<file path="config.mk">
export PLATFORM = sky130hd
export DESIGN_NAME = ctlreg_gatekeeper
export DESIGN_NICKNAME = d
export VERILOG_FILES = /design/src/rtl/ctlreg_gk_pkg.sv /design/src/rtl/ctlreg_gk_decide.sv /design/src/rtl/ctlreg_gk_store.sv /design/src/rtl/ctlreg_gatekeeper.sv
export SDC_FILE = /design/constraint.sdc
export NUM_CORES = 1
export LEC_CHECK = 0
export BUFFER_PORTS_ARGS = -buffer_cell sky130_fd_sc_hd__buf_2
export CAP_MARGIN = 20
export CORE_MARGIN = 5
export CORE_UTILIZATION = 45
export DETAILED_ROUTE_END_ITERATION = 8
export PLACE_DENSITY = 0.71
export SYNTH_ARGS = -nofsm -noshare
export SYNTH_HDL_FRONTEND = slang
export SYNTH_HIERARCHICAL = 1
export SYNTH_SLANG_ARGS = --single-unit
export TNS_END_PERCENT = 30
</file>
<file path="constraint.sdc">
create_clock -name clk -period 3.3 [get_ports clk]
set_input_delay 0.66 -clock clk [delete_from_list [all_inputs] [get_ports clk]]
set_output_delay 0.66 -clock clk [all_outputs]
set_load 0.01 [all_outputs]
</file>
<file path="src/rtl/ctlreg_gk_pkg.sv">
package ctlreg_gk_pkg;

    typedef enum logic [2:0] {
        OC_NONE  = 3'd0,
        OC_DONE  = 3'd1,
        OC_REDIR = 3'd2,
        OC_UNDEF = 3'd3,
        OC_TRAP2 = 3'd4,
        OC_TRAP3 = 3'd5
    } outcome_e;

    // stored copy indices
    localparam int COPY_HI = 0;  // level-2 copy
    localparam int COPY_LO = 1;  // level-1 copy

    typedef struct packed {
        logic       l2_on;
        logic       l3_here;
        logic [2:0] nv;
        logic       host;
        logic       fg_l3_en;
        logic       fg_rd_ok;
        logic       fg_wr_ok;
        logic       l2_unit_en;
        logic       l3_unit_en;
        logic       l3_first;
        logic       halted;
        logic       secure_off;
    } cfg_t;

endpackage

</file>
<file path="src/rtl/ctlreg_gk_decide.sv">
module ctlreg_gk_decide
    import ctlreg_gk_pkg::*;
#(
    parameter bit FINE_TRAP = 1'b1
) (
    input  logic [1:0] level,
    input  logic       is_alias,
    input  logic       is_write,
    input  cfg_t       cfg,
    output outcome_e   outcome,
    output logic       tgt_lo
);

    logic early_undef;
    logic l3_blocks;
    logic dbg_locked;
    logic fg_dir_ok;
    outcome_e l3_result;

    always_comb begin
        dbg_locked  = cfg.halted && cfg.secure_off;
        l3_blocks   = cfg.l3_here && !cfg.l3_unit_en;
        early_undef = cfg.l3_first && dbg_locked && l3_blocks;
        fg_dir_ok   = is_write ? cfg.fg_wr_ok : cfg.fg_rd_ok;
        l3_result   = dbg_locked ? OC_UNDEF : OC_TRAP3;
    end

    always_comb begin
        outcome = OC_UNDEF;
        tgt_lo  = 1'b0;
        unique case (level)
            2'd0: outcome = OC_UNDEF;
            2'd1: begin
                if (!is_alias) begin
                    outcome = (cfg.l2_on && cfg.nv[0]) ? OC_TRAP2 : OC_UNDEF;
                end else if (early_undef) begin
                    outcome = OC_UNDEF;
                end else if (FINE_TRAP && cfg.l2_on && cfg.l3_here && !cfg.fg_l3_en) begin
                    outcome = OC_TRAP2;
                end else if (FINE_TRAP && cfg.l2_on && !fg_dir_ok) begin
                    outcome = OC_TRAP2;
                end else if (cfg.l2_on && !cfg.l2_unit_en) begin
                    outcome = OC_TRAP2;
                end else if (l3_blocks) begin
                    outcome = l3_result;
                end else if (cfg.l2_on && (&cfg.nv)) begin
                    outcome = OC_REDIR;
                end else begin
                    outcome = OC_DONE;
                    tgt_lo  = 1'b1;
                end
            end
            2'd2: begin
                if (early_undef) begin
                    outcome = OC_UNDEF;
                end else if (l3_blocks) begin
                    outcome = l3_result;
                end else begin
                    outcome = OC_DONE;
                    tgt_lo  = is_alias && !cfg.host;
                end
            end
            default: begin
                outcome = OC_DONE;
                tgt_lo  = is_alias;
            end
        endcase
    end

endmodule

</file>
<file path="src/rtl/ctlreg_gk_store.sv">
module ctlreg_gk_store #(
    parameter int DATA_W = 64,
    parameter int N_COPY = 2,
    localparam int SEL_W = (N_COPY > 1) ? $clog2(N_COPY) : 1
) (
    input  logic              clk,
    input  logic              rst_n,
    input  logic              wr_en,
    input  logic [SEL_W-1:0]  wr_sel,
    input  logic [DATA_W-1:0] wr_data,
    input  logic [SEL_W-1:0]  rd_sel,
    output logic [DATA_W-1:0] rd_data
);

    logic [DATA_W-1:0] copy_d [N_COPY];
    logic [DATA_W-1:0] copy_q [N_COPY];

    for (genvar g = 0; g < N_COPY; g++) begin : g_copy
        always_comb begin
            copy_d[g] = copy_q[g];
            if (wr_en && (wr_sel == SEL_W'(g))) begin
                copy_d[g] = wr_data;
            end
        end

        always_ff @(posedge clk) begin
            if (!rst_n) copy_q[g] <= '0;
            else        copy_q[g] <= copy_d[g];
        end

        // a copy not selected by a completed write keeps its value
        assert_copy_hold_R14: assert property (@(posedge clk) disable iff (!rst_n)
            !(wr_en && (wr_sel == SEL_W'(g))) |=> $stable(copy_q[g]));
    end

    always_comb begin
        rd_data = '0;
        for (int i = 0; i < N_COPY; i++) begin
            if (rd_sel == SEL_W'(i)) rd_data = copy_q[i];
        end
    end

endmodule

</file>
<file path="src/rtl/ctlreg_gatekeeper.sv">
module ctlreg_gatekeeper
    import ctlreg_gk_pkg::*;
#(
    parameter int          DATA_W    = 64,
    parameter int          OFF_W     = 12,
    parameter int          CLS_W     = 6,
    parameter logic [11:0] SLOT_OFF  = 12'h8E8,
    parameter logic [5:0]  TRAP_CLS  = 6'h18,
    parameter bit          FINE_TRAP = 1'b1
) (
    input  logic              clk,
    input  logic              rst_n,
    input  logic              req_valid,
    input  logic [1:0]        req_level,
    input  logic              req_write,
    input  logic              req_alias,
    input  logic [DATA_W-1:0] req_wdata,
    input  logic              cfg_l2_on,
    input  logic              cfg_l3_here,
    input  logic [2:0]        cfg_nv,
    input  logic              cfg_host,
    input  logic              cfg_fg_l3_en,
    input  logic              cfg_fg_rd_ok,
    input  logic              cfg_fg_wr_ok,
    input  logic              cfg_l2_unit_en,
    input  logic              cfg_l3_unit_en,
    input  logic              cfg_l3_first,
    input  logic              dbg_halted,
    input  logic              dbg_secure_off,
    output logic              rsp_valid,
    output logic              rsp_done,
    output logic [DATA_W-1:0] rsp_rdata,
    output logic              rsp_redirect,
    output logic [OFF_W-1:0]  rsp_offset,
    output logic              rsp_undef,
    output logic              rsp_trap_l2,
    output logic              rsp_trap_l3,
    output logic [CLS_W-1:0]  rsp_class
);

    localparam int N_COPY = 2;
    localparam int SEL_W  = 1;

    typedef struct packed {
        logic              valid;
        logic              done;
        logic              redir;
        logic              undef;
        logic              trap2;
        logic              trap3;
        logic [DATA_W-1:0] rdata;
        logic [OFF_W-1:0]  offset;
        logic [CLS_W-1:0]  cls;
    } rsp_t;

    cfg_t              cfg;
    outcome_e          outcome;
    logic              tgt_lo;
    logic              wr_en;
    logic [DATA_W-1:0] rd_data;
    rsp_t              rsp_d;
    rsp_t              rsp_q;

    always_comb begin
        cfg.l2_on      = cfg_l2_on;
        cfg.l3_here    = cfg_l3_here;
        cfg.nv         = cfg_nv;
        cfg.host       = cfg_host;
        cfg.fg_l3_en   = cfg_fg_l3_en;
        cfg.fg_rd_ok   = cfg_fg_rd_ok;
        cfg.fg_wr_ok   = cfg_fg_wr_ok;
        cfg.l2_unit_en = cfg_l2_unit_en;
        cfg.l3_unit_en = cfg_l3_unit_en;
        cfg.l3_first   = cfg_l3_first;
        cfg.halted     = dbg_halted;
        cfg.secure_off = dbg_secure_off;
    end

    ctlreg_gk_decide #(
        .FINE_TRAP (FINE_TRAP)
    ) u_decide (
        .level    (req_level),
        .is_alias (req_alias),
        .is_write (req_write),
        .cfg      (cfg),
        .outcome  (outcome),
        .tgt_lo   (tgt_lo)
    );

    ctlreg_gk_store #(
        .DATA_W (DATA_W),
        .N_COPY (N_COPY)
    ) u_store (
        .clk     (clk),
        .rst_n   (rst_n),
        .wr_en   (wr_en),
        .wr_sel  (SEL_W'(tgt_lo)),
        .wr_data (req_wdata),
        .rd_sel  (SEL_W'(tgt_lo)),
        .rd_data (rd_data)
    );

    always_comb begin
        rsp_d = '0;
        wr_en = 1'b0;
        if (req_valid) begin
            rsp_d.valid = 1'b1;
            unique case (outcome)
                OC_DONE: begin
                    rsp_d.done = 1'b1;
                    if (req_write) wr_en = 1'b1;
                    else           rsp_d.rdata = rd_data;
                end
                OC_REDIR: begin
                    rsp_d.redir  = 1'b1;
                    rsp_d.offset = OFF_W'(SLOT_OFF);
                end
                OC_TRAP2: begin
                    rsp_d.trap2 = 1'b1;
                    rsp_d.cls   = CLS_W'(TRAP_CLS);
                end
                OC_TRAP3: begin
                    rsp_d.trap3 = 1'b1;
                    rsp_d.cls   = CLS_W'(TRAP_CLS);
                end
                default: rsp_d.undef = 1'b1;
            endcase
        end
    end

    always_ff @(posedge clk) begin
        if (!rst_n) rsp_q <= '0;
        else        rsp_q <= rsp_d;
    end

    assign rsp_valid    = rsp_q.valid;
    assign rsp_done     = rsp_q.done;
    assign rsp_rdata    = rsp_q.rdata;
    assign rsp_redirect = rsp_q.redir;
    assign rsp_offset   = rsp_q.offset;
    assign rsp_undef    = rsp_q.undef;
    assign rsp_trap_l2  = rsp_q.trap2;
    assign rsp_trap_l3  = rsp_q.trap3;
    assign rsp_class    = rsp_q.cls;

    // request answered on the next cycle, idle otherwise
    assert_answer_next_R2: assert property (@(posedge clk) disable iff (!rst_n)
        req_valid |=> rsp_valid);
    assert_idle_quiet_R2: assert property (@(posedge clk) disable iff (!rst_n)
        !req_valid |=> !rsp_valid && !rsp_done && !rsp_redirect && !rsp_undef
                       && !rsp_trap_l2 && !rsp_trap_l3);
    assert_one_outcome_R2: assert property (@(posedge clk) disable iff (!rst_n)
        rsp_valid |-> $onehot({rsp_done, rsp_redirect, rsp_undef, rsp_trap_l2, rsp_trap_l3}));

    // level 0 is always undefined
    assert_level0_undef_R3: assert property (@(posedge clk) disable iff (!rst_n)
        (req_valid && req_level == 2'd0) |=> rsp_undef);

    // level 3 always completes
    assert_level3_done_R12: assert property (@(posedge clk) disable iff (!rst_n)
        (req_valid && req_level == 2'd3) |=> rsp_done);

    // class only on traps, offset only on redirect
    assert_class_trap_R13: assert property (@(posedge clk) disable iff (!rst_n)
        (rsp_trap_l2 || rsp_trap_l3) |-> rsp_class == CLS_W'(TRAP_CLS));
    assert_class_zero_R13: assert property (@(posedge clk) disable iff (!rst_n)
        !(rsp_trap_l2 || rsp_trap_l3) |-> rsp_class == '0);
    assert_offset_R9: assert property (@(posedge clk) disable iff (!rst_n)
        rsp_redirect |-> rsp_offset == OFF_W'(SLOT_OFF));

    // a write response never carries read data
    assert_write_no_data_R14: assert property (@(posedge clk) disable iff (!rst_n)
        (req_valid && req_write) |=> rsp_rdata == '0);

endmodule

</file>
# Yosys cells after proc, flatten, opt, wreduce, memory -nomap -nowiden
# Memory sizes are Yosys's and may differ from the RTL's.
# Cells that the tools add are included.
# W data, S select, Z words.
[op_classes] n_eq_ne=6 n_mux=43 n_bitwise=6 reduce_logical=24
[ops] op="$mux W64" count=7
[ops] op="$mux W88" count=1
[ops] op="$mux W3" count=10
[ops] op="$mux W1" count=20
[ops] op="$logic_and A1 B1 Y1" count=13
[ops] op="$mux W12" count=1
[ops] op="$pmux W3 S3" count=1
[ops] op="$reduce_or A4 Y1" count=2
[ops] op="$eq A3 B3 Y1 const B" count=2
[ops] op="$logic_not A1 Y1" count=5
[ops] op="$mux W5" count=1
[ops] op="$not A1 Y1" count=4
[ops] op="$eq A3 B1 Y1 const B" count=1
[ops] op="$eq A3 B2 Y1 const B" count=1
[ops] op="$pmux W1 S3" count=1
[ops] op="$reduce_and A3 Y1" count=1
[ops] op="$eq A2 B1 Y1 const B" count=1
[ops] op="$eq A2 B2 Y1 const B" count=1
[ops] op="$logic_not A2 Y1" count=1
[ops] op="$mux W2" count=1
[ops] op="$or A1 B1 Y1" count=2
[ops] op="$reduce_and A2 Y1" count=1
[ops] op="$reduce_or A2 Y1" count=1
[word_totals] ff_bits=88 ramBits=128 in_bits=85 output_inout_bits=88 word_cells=89 memories=1
[memory_table] memory="u_store.copy_q" depth=2 word_bits=64 read_ports=2 rd_ports_with_merged_regs=0 wr=2 line="ctlreg_gk_store.sv:16" text="logic [DATA_W-1:0] copy_q [N_COPY];"

# Logic depth before layout (Yosys ltp)
[depth] ltp_word=16 ltp_mapped=12

# Hierarchy
# Netlist, hierarchy kept.
[modules_own_cells] mod="ctlreg_gk_store" instances=1 cells_per_inst=556 area_per_inst_um2=5634.2 seq_area_each_um2=2562.5
[modules_own_cells] mod="ctlreg_gatekeeper" instances=1 cells_per_inst=252 area_per_inst_um2=2620.0 seq_area_each_um2=1421.4
[modules_own_cells] mod="ctlreg_gk_decide" instances=1 cells_per_inst=30 area_per_inst_um2=175.2 seq_area_each_um2=0.0

# Worst setup path after synthesis
# Ideal clock, no wire load.
[synth_path] kind="input-to-reg" start="input req_write" end="memory u_store.copy_q[1][0]" setup_ns=0.072 t_arrival_ns=2.968 required_ns=3.228 setup_slack_ns=0.261 stages=12 path_buffers=4 cell_sequence="mux2i_1 > or3_2 > o21ai_1 > a211o_1 > or3b_1 > buf_4 > buf_6 > nor2_1 > and2_1 > buf_6 > buf_6 > mux2i_1"
[synth_lines] element="start: declaration" line="ctlreg_gatekeeper.sv:15" text="input logic req_write,"
[synth_lines] element="end: declaration" line="ctlreg_gk_store.sv:16"

==> flow_summary.toml <==
[timing]
skew_ps = 7.501
setup_total_negative_slack_ps = 0
setup_viol = 0
maxSlewViolCount = 0
tightestPinTransition_ps = 1004
hold_viol = 0
period_share = 0.8316
hold_slack_ps = 454.1
fmax_ghz = 0.3644
period_needed_ps = 2744
max_slew_margin = 0.3309
rsz0062_at_grt = "no"

[critical_path]
slowest_delay_ps = 380
worstPathRequired_ps = 3660
critPathTopFamily = "simple AND/OR/NAND/NOR gates"
path_common_cell = "mux2i_1"
path_buf_inv = 2
critPathArrivalTime_ps = 3100
critPathSlowestCell = "or3b_4"
path_cells = "buf_4 > mux2i_1 > o31a_1 > a221o_1 > a21boi_1 > or3b_4 > nor2_1 > and2_4 > buf_12 > mux2i_1"
rrSetupSlack_ps = 2370
critPathMaxFanout = 24
crit_path_end_kind = "register"
critPathLaunchType = "input port"
setup.worst_path.class = "input port to register"

[yosys]
synthArstFlopShare = 0
synth_area_leaders = "dfxtp_1 47%, mux2i_1 15%, nand2_1 8.8%"
yosys.area_share.simple = 0.1783
synth_top_family_by_area = "multiplexers"
synth_seq_cells = 199
ys.flop_type = "dfxtp_1"
synth.most_common_cell = "dfxtp_1"
synth-xor-area-share = 0
netlist.area_leader.share = 0.4726
yosysTopAreaCell = "dfxtp_1"
yosysWarnings = 6
synth_cell_types = 35
synth_edf_count = 0
postSynthAreaPerCell_um2 = 10.06
synth-adder-area-share = 0
synthMuxAreaShare = 0.2387
synth_compound_area_frac = 0.01143
synth_common_cells = "199 x dfxtp_1, 198 x nand2_1, 129 x mux2i_1"
ys_seq_area_frac = 0.4726
netlist_instances = 838
synth.cell_area_mm2 = 0.008429

[grt]
track_usage = 0.1763
grt_pass1_wl_mm = 30.75
grt_start_max_net_pins = 88
grt_pass1_vias = 6031
grt-ovfl-total = 0
antenna_found_initial = 2

[routing]
ant_nets = 0
met1_length_mm = 8.874
drt_iter0_markers = 257
route.met2.wl_mm = 8.400
met3_length_mm = 1.131
via_per_inst = 4.903
dr_total_vias = 5943
drc = 0
drt_wl_total_mm = 18.81
highest_layer = "met5"
wl_per_cell_um = 15.52
firstDrtPassIters = 4

[clock_network]
cts_root_buf = "clkbuf_16"
tritoncts = "done"
cts_sinks = 199
clk_pin_slew_ps = 70
cts_hold_buf = 0
cts_setup_buffers = 0
ctsResizeCount = 0
cts_max_level = 4
cts_buffers = 17
clock_latency_ps = 430
cts_max_path_buffers = 2

[place]
port_buffers = 161
dp_hpwl_mm = 12.24
place_area_mm2 = 0.009201
place.gp.congestion = 0.7449

[die]
io_pins = 173
start_util = 0.4537
fp-row-count = 50
die_h_um = 146.9
fp.dieArea_mm2 = 0.02157
chipWidth_um = 146.9
core_area_mm2 = 0.01858

[final_layout]
syn_to_final_growth_pct = 15.93
fin_util = 0.5259
design_area_mm2 = 0.009772
nFillCells = 1665
drive_gt1_frac = 0.3227
final_nets = 1048

[worst_hold_path]
worst_hold_path_type = "register to register"

[power_and_ir_drop]
vdd_drop_max_uv = 366.8
p_per_area_mw_per_mm2 = 502.9
leakage_nw = 4.246

[flow_run]
maxCapViolations = 0

[run_status]
status = "finished, final reports clean"
## cell type report
class                      instances  area [µm²]  area share
sequential                       199        3984      0.4077
multi-input combinational        502        3684      0.3770
timing repair buffer             176       989.7      0.1013
clock buffer                      19       442.9     0.04533
tap                              234       292.8     0.02996
inverter                          67       251.5     0.02574
clock inverter                    13       122.6     0.01255
antenna                            2       5.005   0.0005122
## final timing paths
kind,start,endpoint,cells after the start
hold reg to reg,u_store/copy_q[1][55],u_store/copy_q[1][55],2
setup reg to reg,u_store/copy_q[0][56],rsp_rdata[56],3
setup / recovery,req_write,u_store/copy_q[1][5],10
hold / removal,u_store/copy_q[1][55],u_store/copy_q[1][55],2
## registers in the layout, indices dropped and copies added (netlist names)
name	flops
rsp_done	1
rsp_offset	1
rsp_trap_l3	1
rsp_rdata	64
rsp_class	1
u_store/copy_q	128
rsp_valid	1
rsp_trap_l2	1
rsp_undef	1
## cells by family after synthesis
| group | after synthesis |
|---|---|
| buf+inv | 147 |
| other cells | 1 |
| mux | 193 |
| compound gates | 15 |
| flops | 199 |
| simple gates | 283 |
## where the power goes
| group | leakage [nW] | switching (mW) | internal (mW) |
|---|---|---|---|
| Combinational | 2.36 | 0.283 | 0.167 |
| Sequential | 1.61 | 0.0202 | 2.45 |
| Clock | 0.278 | 0.928 | 1.07 |
## worst min-delay path: stages (launching register included)
cell and delay [ps]:
dfxtp_1 310, nand2_1 50, mux2i_1 50
## metal layers
layer	up-vias	track usage
met5	-	0
met4	4	0.06350
met3	29	0.04164
met2	151	0.2747
met1	2745	0.2396
li1	3014	-
## layout by cell type, fill, tap and decap left out, types with 2 or more instances in the layout
cell type,instances
a21oi_1,4
mux2i_1,129
nand3_1,5
buf_4,11
inv_6,3
o21ai_1,2
dfxtp_1,199
nor4_1,26
inv_1,67
mux2_2,64
nor2b_1,3
nand2_1,197
nor4_2,38
buf_2,159
diode_2,2
clkinv_2,3
buf_12,5
nor2_1,4
clkinv_4,5
conb_1,11
clkbuf_16,17
## per-stage QoR
| stage | std cells | total power [mW] | setup slack, ps |
|---|---|---|---|
| 6_report | 1212 | 4.914 | 555.9 |
| 5_1_grt | 1210 | 5.106 | 425.8 |
| 4_1_cts | 1210 | 4.962 | 578.5 |
| 3_5_place_dp | 1178 | 2.972 | 114.7 |
| 3_3_place_gp | 1178 | 2.965 | 180.2 |
| 2_1_floorplan | 848 | 2.863 | 260.9 |
Power figures use the tool's default switching activity.
